==> config.mk <==
export PLATFORM = sky130hd
export DESIGN_NAME = issue_scoreboard
export DESIGN_NICKNAME = d
export VERILOG_FILES = /design/src/rtl/sb_pkg.sv /design/src/rtl/sb_pend_table.sv /design/src/rtl/sb_hazard_check.sv /design/src/rtl/issue_scoreboard.sv
export SDC_FILE = /design/constraint.sdc
export NUM_CORES = 1
export LEC_CHECK = 0
export BUFFER_PORTS_ARGS = -buffer_cell sky130_fd_sc_hd__buf_4
export CORE_ASPECT_RATIO = 1.4
export CORE_MARGIN = 1.5
export CORE_UTILIZATION = 44
export CTS_CLUSTER_DIAMETER = 30
export DETAILED_ROUTE_END_ITERATION = 8
export PLACE_DENSITY = 0.71
export SYNTH_ARGS = -nofsm -noshare
export SYNTH_HDL_FRONTEND = slang
export SYNTH_SLANG_ARGS = --single-unit
==> constraint.sdc <==
create_clock -name clk -period 4.1 [get_ports clk]
set_input_delay 1.025 -clock clk [delete_from_list [all_inputs] [get_ports clk]]
set_output_delay 1.025 -clock clk [all_outputs]
set_load 0.05 [all_outputs]
==> src/rtl/sb_pkg.sv <==
// Shared definitions for the issue scoreboard.
// Assumes four execution classes; the encoding doubles as the fu_busy bit index.
package sb_pkg;
    typedef enum logic [1:0] {
        FU_INT  = 2'd0,
        FU_FADD = 2'd1,
        FU_FMUL = 2'd2,
        FU_FDIV = 2'd3
    } fu_class_e;

    localparam int FU_CLASSES = 4;
endpackage

==> src/rtl/sb_pend_table.sv <==
// Pending-write flag table: one flag per architectural register.
// Assumes at most one set and one clear per cycle; a set wins over a clear
// of the same register, so a write issued in the clear cycle stays pending.
module sb_pend_table #(
    parameter int NUM_REGS = 32,
    parameter int IDX_W    = $clog2(NUM_REGS)
) (
    input  logic                clk,
    input  logic                rst_n,
    input  logic                set_en,
    input  logic [IDX_W-1:0]    set_idx,
    input  logic                clr_en,
    input  logic [IDX_W-1:0]    clr_idx,
    output logic [NUM_REGS-1:0] pend_q
);

    for (genvar g = 0; g < NUM_REGS; g++) begin : g_flag
        // Update one register's flag: reset, then set, then clear.
        always_ff @(posedge clk) begin
            if (!rst_n) begin
                pend_q[g] <= 1'b0;
            end else if (set_en && (set_idx == IDX_W'(g))) begin
                pend_q[g] <= 1'b1;
            end else if (clr_en && (clr_idx == IDX_W'(g))) begin
                pend_q[g] <= 1'b0;
            end
        end
    end

    // a set is visible in the following cycle.
    p_set_visible_r4: assert property (@(posedge clk) disable iff (!rst_n)
        set_en |=> pend_q[$past(set_idx)]);

    // a clear without a competing set of the same register takes effect.
    p_clear_visible_r5: assert property (@(posedge clk) disable iff (!rst_n)
        (clr_en && !(set_en && (set_idx == clr_idx))) |=> !pend_q[$past(clr_idx)]);

    // a set in the clear cycle keeps the flag pending.
    p_set_beats_clear_r5: assert property (@(posedge clk) disable iff (!rst_n)
        (clr_en && set_en && (set_idx == clr_idx)) |=> pend_q[$past(clr_idx)]);

endmodule

==> src/rtl/sb_hazard_check.sv <==
// Combinational hazard detector for the instruction offered by decode.
// Assumes registered flag and busy inputs; performs no write-after-read check
// because operands are read at issue and issue is in order.
module sb_hazard_check #(
    parameter int NUM_REGS = 32,
    parameter int IDX_W    = $clog2(NUM_REGS),
    parameter int NUM_FU   = 4,
    parameter int FU_W     = $clog2(NUM_FU)
) (
    input  logic [NUM_REGS-1:0] pend,
    input  logic [NUM_FU-1:0]   fu_busy,
    input  logic [FU_W-1:0]     fu,
    input  logic [IDX_W-1:0]    dst,
    input  logic [IDX_W-1:0]    src1,
    input  logic [IDX_W-1:0]    src2,
    output logic                fu_stall,
    output logic                raw_stall,
    output logic                waw_stall,
    output logic                ok
);

    // Classify each stall cause and combine them into one go signal.
    always_comb begin
        fu_stall  = fu_busy[fu];
        raw_stall = pend[src1] || pend[src2];
        waw_stall = pend[dst];
        ok        = !(fu_stall || raw_stall || waw_stall);
    end

endmodule

==> src/rtl/issue_scoreboard.sv <==
// In-order issue scoreboard: dispatches at most one decoded instruction per
// cycle when its class is free and no read-after-write or write-after-write
// hazard exists. Assumes writebacks only name pending registers and that
// decode holds a stalled instruction stable until it issues.
module issue_scoreboard
    import sb_pkg::*;
#(
    parameter int NUM_REGS = 32,
    parameter int NUM_FU   = FU_CLASSES,
    localparam int IDX_W   = $clog2(NUM_REGS),
    localparam int FU_W    = $clog2(NUM_FU)
) (
    input  logic                clk,
    input  logic                rst_n,
    input  logic                dec_valid,
    output logic                dec_ready,
    input  logic [FU_W-1:0]     dec_fu,
    input  logic [IDX_W-1:0]    dec_dst,
    input  logic [IDX_W-1:0]    dec_src1,
    input  logic [IDX_W-1:0]    dec_src2,
    input  logic [NUM_FU-1:0]   fu_busy,
    input  logic                wb_valid,
    input  logic [IDX_W-1:0]    wb_reg,
    output logic                issue_valid,
    output logic [FU_W-1:0]     issue_fu,
    output logic [IDX_W-1:0]    issue_dst,
    output logic [NUM_REGS-1:0] pend_vec
);

    logic fu_stall;
    logic raw_stall;
    logic waw_stall;
    logic go;
    logic fire;

    sb_hazard_check #(
        .NUM_REGS (NUM_REGS),
        .IDX_W    (IDX_W),
        .NUM_FU   (NUM_FU),
        .FU_W     (FU_W)
    ) u_hazard (
        .pend      (pend_vec),
        .fu_busy   (fu_busy),
        .fu        (dec_fu),
        .dst       (dec_dst),
        .src1      (dec_src1),
        .src2      (dec_src2),
        .fu_stall  (fu_stall),
        .raw_stall (raw_stall),
        .waw_stall (waw_stall),
        .ok        (go)
    );

    // Handshake with decode and the dispatch outputs.
    always_comb begin
        dec_ready   = go;
        fire        = dec_valid && go;
        issue_valid = fire;
        issue_fu    = dec_fu;
        issue_dst   = dec_dst;
    end

    sb_pend_table #(
        .NUM_REGS (NUM_REGS),
        .IDX_W    (IDX_W)
    ) u_pend (
        .clk     (clk),
        .rst_n   (rst_n),
        .set_en  (fire),
        .set_idx (dec_dst),
        .clr_en  (wb_valid),
        .clr_idx (wb_reg),
        .pend_q  (pend_vec)
    );

    // nothing dispatches into a busy class.
    p_no_busy_issue_r3: assert property (@(posedge clk) disable iff (!rst_n)
        issue_valid |-> !fu_busy[issue_fu]);

    // both sources are free of pending writes at dispatch.
    p_no_raw_issue_r6: assert property (@(posedge clk) disable iff (!rst_n)
        issue_valid |-> !(pend_vec[dec_src1] || pend_vec[dec_src2]));

    // the destination is free of a pending write at dispatch.
    p_no_waw_issue_r7: assert property (@(posedge clk) disable iff (!rst_n)
        issue_valid |-> !pend_vec[issue_dst]);

    // an idle cycle without writeback leaves the flags unchanged.
    p_idle_holds_r10: assert property (@(posedge clk) disable iff (!rst_n)
        (!dec_valid && !wb_valid) |=> $stable(pend_vec));

    // Input assumption: writebacks only name pending registers.
    p_wb_pending_r5: assert property (@(posedge clk) disable iff (!rst_n)
        wb_valid |-> pend_vec[wb_reg]);

endmodule

[Word level (Yosys, flattened, before mapping)]
Index checks and enable logic that the tools add are counted.
Cells by class
  order comparisons: 4
  eq/ne operators: 62
  muxes and demuxes: 72
  reduce and logical (&&, ||, !) cells: 103
Operators with widths (number)
  $eq 5x5->1 const B: 32
  $eq 5x4->1 const B: 16
  $mux 1: 68
  $logic_and 1x1->1: 65
  $reduce_bool 2->1: 32
  $eq 5x3->1 const B: 8
  $eq 5x2->1 const B: 4
  $lt 5x6->1 const B: 3
  $bmux 1 s5: 3
  $eq 5x1->1 const B: 2
  $logic_not 5->1: 2
  $logic_or 1x1->1: 3
  $lt 2x3->1 const B: 1
  $bmux 1 s2: 1
  $logic_not 1->1: 1
Word-level totals
  bits in registers: 32
  input port bits: 30
  output and inout bits: 41
  logic and storage cells: 273

[Logic depth before layout (Yosys ltp)]
  depth in word-level cells: 9
  mapped depth: 10
  gate-level depth less buffers: 6

[By module]
From an unflattened synthesis, not the netlist that was laid out.
Second synthesis, totals
  cells, all modules: 269
  area total of the unflattened synthesis: 2451.1 µm²
By module, submodules not included
  sb_pend_table: times used 1, cells an instance 136, area each 1371.3 µm²
  sb_hazard_check: times used 1, cells an instance 125, area each 1021.0 µm²
  issue_scoreboard: times used 1, cells an instance 8, area each 58.8 µm²

[Worst setup path before layout]
No wires, ideal clock.
  path kind: input-to-output
  from: input dec_dst[1]
  to: output issue_valid
  arrival time: 3.505 ns
  data required time: 3.075 ns
  setup slack: -0.430 ns
  stages on the path: 8
  buffers on the path: 2
  path through: buf_6 > mux4_2 > nand2b_1 > nand3_1 > o21ai_1 > or4_4 > buf_6 > nor4b_2
Between the ends
  cells in the longest elaborated chain, start to end: 5
RTL lines
  start: declaration: RTL line issue_scoreboard.sv:18  | input logic [IDX_W-1:0] dec_dst,
  $bmux 1 s5: RTL line sb_hazard_check.sv:26  | waw_stall = pend[dst];
  $mux 1 (not written as such): RTL line sb_hazard_check.sv:26
  $logic_or 1x1->1: RTL line sb_hazard_check.sv:27  | ok = !(fu_stall || raw_stall || waw_stall);
  $logic_not 1->1: RTL line sb_hazard_check.sv:27
  $logic_and 1x1->1: RTL line issue_scoreboard.sv:57  | fire = dec_valid && go;
  end: declaration: RTL line issue_scoreboard.sv:24  | output logic issue_valid,
Every way passes these cells. The select of a mux whose other input is x is not followed.

[Worst setup path after layout]
  from: input dec_dst[3]
  to: output issue_valid
Same word-level chain as after synthesis.

==> out/metrics.cfg <==
[die]
die_w_um=71.0
dieArea_um2=6970
coreArea_um2=6250
initial_utilization_pct=45.5
dieHeight_um=98.2
rows=34
ios=71

[sta]
rsz0062_at_grt=yes
finalHoldViolations=0
relSlewSlack_pct=56.3
holdWs_ns=0.544
fmax_mhz=245
tightestPinTransition_ns=0.653
period_needed_ns=4.08
skew_ns=0.00890
drv_slew=0
fin_crit_sh_pct=99.6
setup_viol=0

[logic_synthesis]
syn_area_um2=2850
synth_warnings=0
syn_avg_cell_area_um2=8.60
netlist-cell-type-count=41
synthCells=331
ys.flop_type=dfxtp_1
yosys_register_bits=32
post-synth-top-count-cell=nand2_1
async_flop_share_pct=0
yosysSeqAreaShare_pct=22.5
synth_nets=361
synth_top_area_share_pct=22.5
synthTopCellsByArea=dfxtp_1 (22%), o31ai_2 (12%), mux4_2 (12%), nand2_1 (6.7%), mux2i_1 (6.7%)
synth_top_area_cell=dfxtp_1
synth_enable_flop_cells=0
ys_top_cells_by_count=nand2_1 (51), nor2_1 (39), dfxtp_1 (32)

[worst_setup_path]
cp.required_ns=3.07
endpoint_kind=primary output
start_kind=input pin
critPathKind=input pin to primary output
crit_path_top_delay_cell=or4_4
critPathMaxFanout=3
cp_data_arrival_time_ns=3.06
max_stage_delay_ns=0.57
crit_chain=buf_8, mux4_2, nand2b_4, a41o_1, or4_4, nor4b_4, buf_6

[run]
maxCapViolCount=0

[layout]
drive_gt1_share_pct=38.2
post-route-cell-area_um2=3590
fin_nets=422
area_delta_synth_final_pct=26.2
top_register=u_pend.pend_q
reg_top3=u_pend.pend_q (32)
num_antenna_cells=0
largest_register_ffs=32
fin_util_pct=57.5

[cts]
clock_latency_ns=0.29
cts_tree=yes
ctsHoldBuffers=0
clkSinkCount=32
cts_max_level=2
clk_path_buf_depth=2
cts_made_buffers=5
clkSlewWorstSetupHoldPaths_ns=0.07
cts_root_buf=clkbuf_8

[global_routing]
grt_use_total_pct=27.2
antenna_found_initial=0
grt_max_degree=41
top_usage_layer=met2
grtUsageMet1_pct=32.6
overflow=0
grt_pass1_wl_um=14800
grt_use_met2_pct=46.6
grt_pass1_vias=2862
use_met3_pct=3.82

[detailed_routing]
detail-route-antenna-nets=0
wl_per_cell_um=20.2
drt-initial-drc-count=226
vias=2957
drc=0
vias_per_cell=6.36
wl_um=9400
first_pass_iters=5

[placed_design]
io_buffers=70
place_area_um2=3420
dp.final_hpwl_um=7060
gp_congestion=0.912

[power]
cellPowerDensity_nw_per_um2=240
ir_drop_mv=0.173
leakage_nw=1.32

[worst_hold_path]
holdCritPathClass=flop to flop

[outcome]
status=completed

-- per-stage QoR --
stage          total power [W]  cells  setup TNS, ns  setup WS (ns)
6_report              0.000864    465              0         0.0179
5_1_grt               0.000894    465        -0.0683        -0.0660
4_1_cts               0.000865    465       -0.00485       -0.00485
3_5_place_dp          0.000528    456         -0.105        -0.0864
3_3_place_gp          0.000527    456        -0.0731        -0.0671
2_1_floorplan         0.000466    331         -0.148        -0.0908
-- report_power, final --
group / switching [W] / internal [W]
registers: 0.00000250 / 0.000312
clock network: 0.000121 / 0.000214
logic: 0.000135 / 0.0000789
total: 0.000259 / 0.000605
-- final timing paths --
path              cells after the start         startpoint  slack [ns]                end
setup reg to reg                      7  u_pend.pend_q[31]        1.59  u_pend.pend_q[24]
hold reg to reg                       2   u_pend.pend_q[8]        0.54   u_pend.pend_q[8]
setup / recovery                      7         dec_dst[3]        0.02        issue_valid
hold / removal                        2   u_pend.pend_q[8]        0.54   u_pend.pend_q[8]
-- layout by cell type, fill, tap and decap left out, types with 4 or more instances in the layout --
master | Yosys | routed
nand3_1 | 30 | 30
o31ai_2 | 28 | 28
a22oi_1 | 4 | 4
nand4b_1 | 5 | 5
nor2b_1 | 9 | 8
o311ai_0 | 4 | 4
clkbuf_8 | 0 | 7
mux4_2 | 15 | 15
buf_4 | 7 | 82
dfxtp_1 | 32 | 32
o211ai_1 | 12 | 12
nand3b_1 | 8 | 8
nand2_1 | 51 | 51
nor2_1 | 39 | 39
mux2i_1 | 19 | 19
nand2b_1 | 6 | 4
-- critical path: cells and delay by family --
family | cells | cell delay (ns)
AO/OA/AOI/OAI | 1 | 0.17
AND/OR/NAND/NOR | 3 | 1.10
multiplexers | 1 | 0.48
buffers and inverters | 2 | 0.28
-- layout make-up --
type | count | area, um^2
clock buffers | 7 | 96.3
clock inverters | 1 | 30.0
fillers | 568 | 2660
inverters | 3 | 11.3
multi-input cells | 263 | 2050
flip-flops and latches | 32 | 641
well taps | 72 | 90.1
repair buffers | 87 | 679
-- per-layer routing --
metal / vias to the layer above / share of wire (%)
li1: 1362 / -
met1: 1421 / 38
met2: 152 / 52
met3: 22 / 6.1
met4: 0 / 3.5
met5: - / 0
-- kinds of logic after synthesis --
family          synth area share, %
mux                            18.9
buf+inv                        7.29
flops                          22.5
compound gates                 22.9
simple gates                   28.3
-- repair_timing --
action,4_1_cts,5_1_grt
pin swaps,2,3
endpoints found under the setup margin,2,2
setup buffers,1,0
gates resized for setup,4,5
hold endpoints to repair,0,0
No activity file was read; power rests on OpenSTA's default activity.
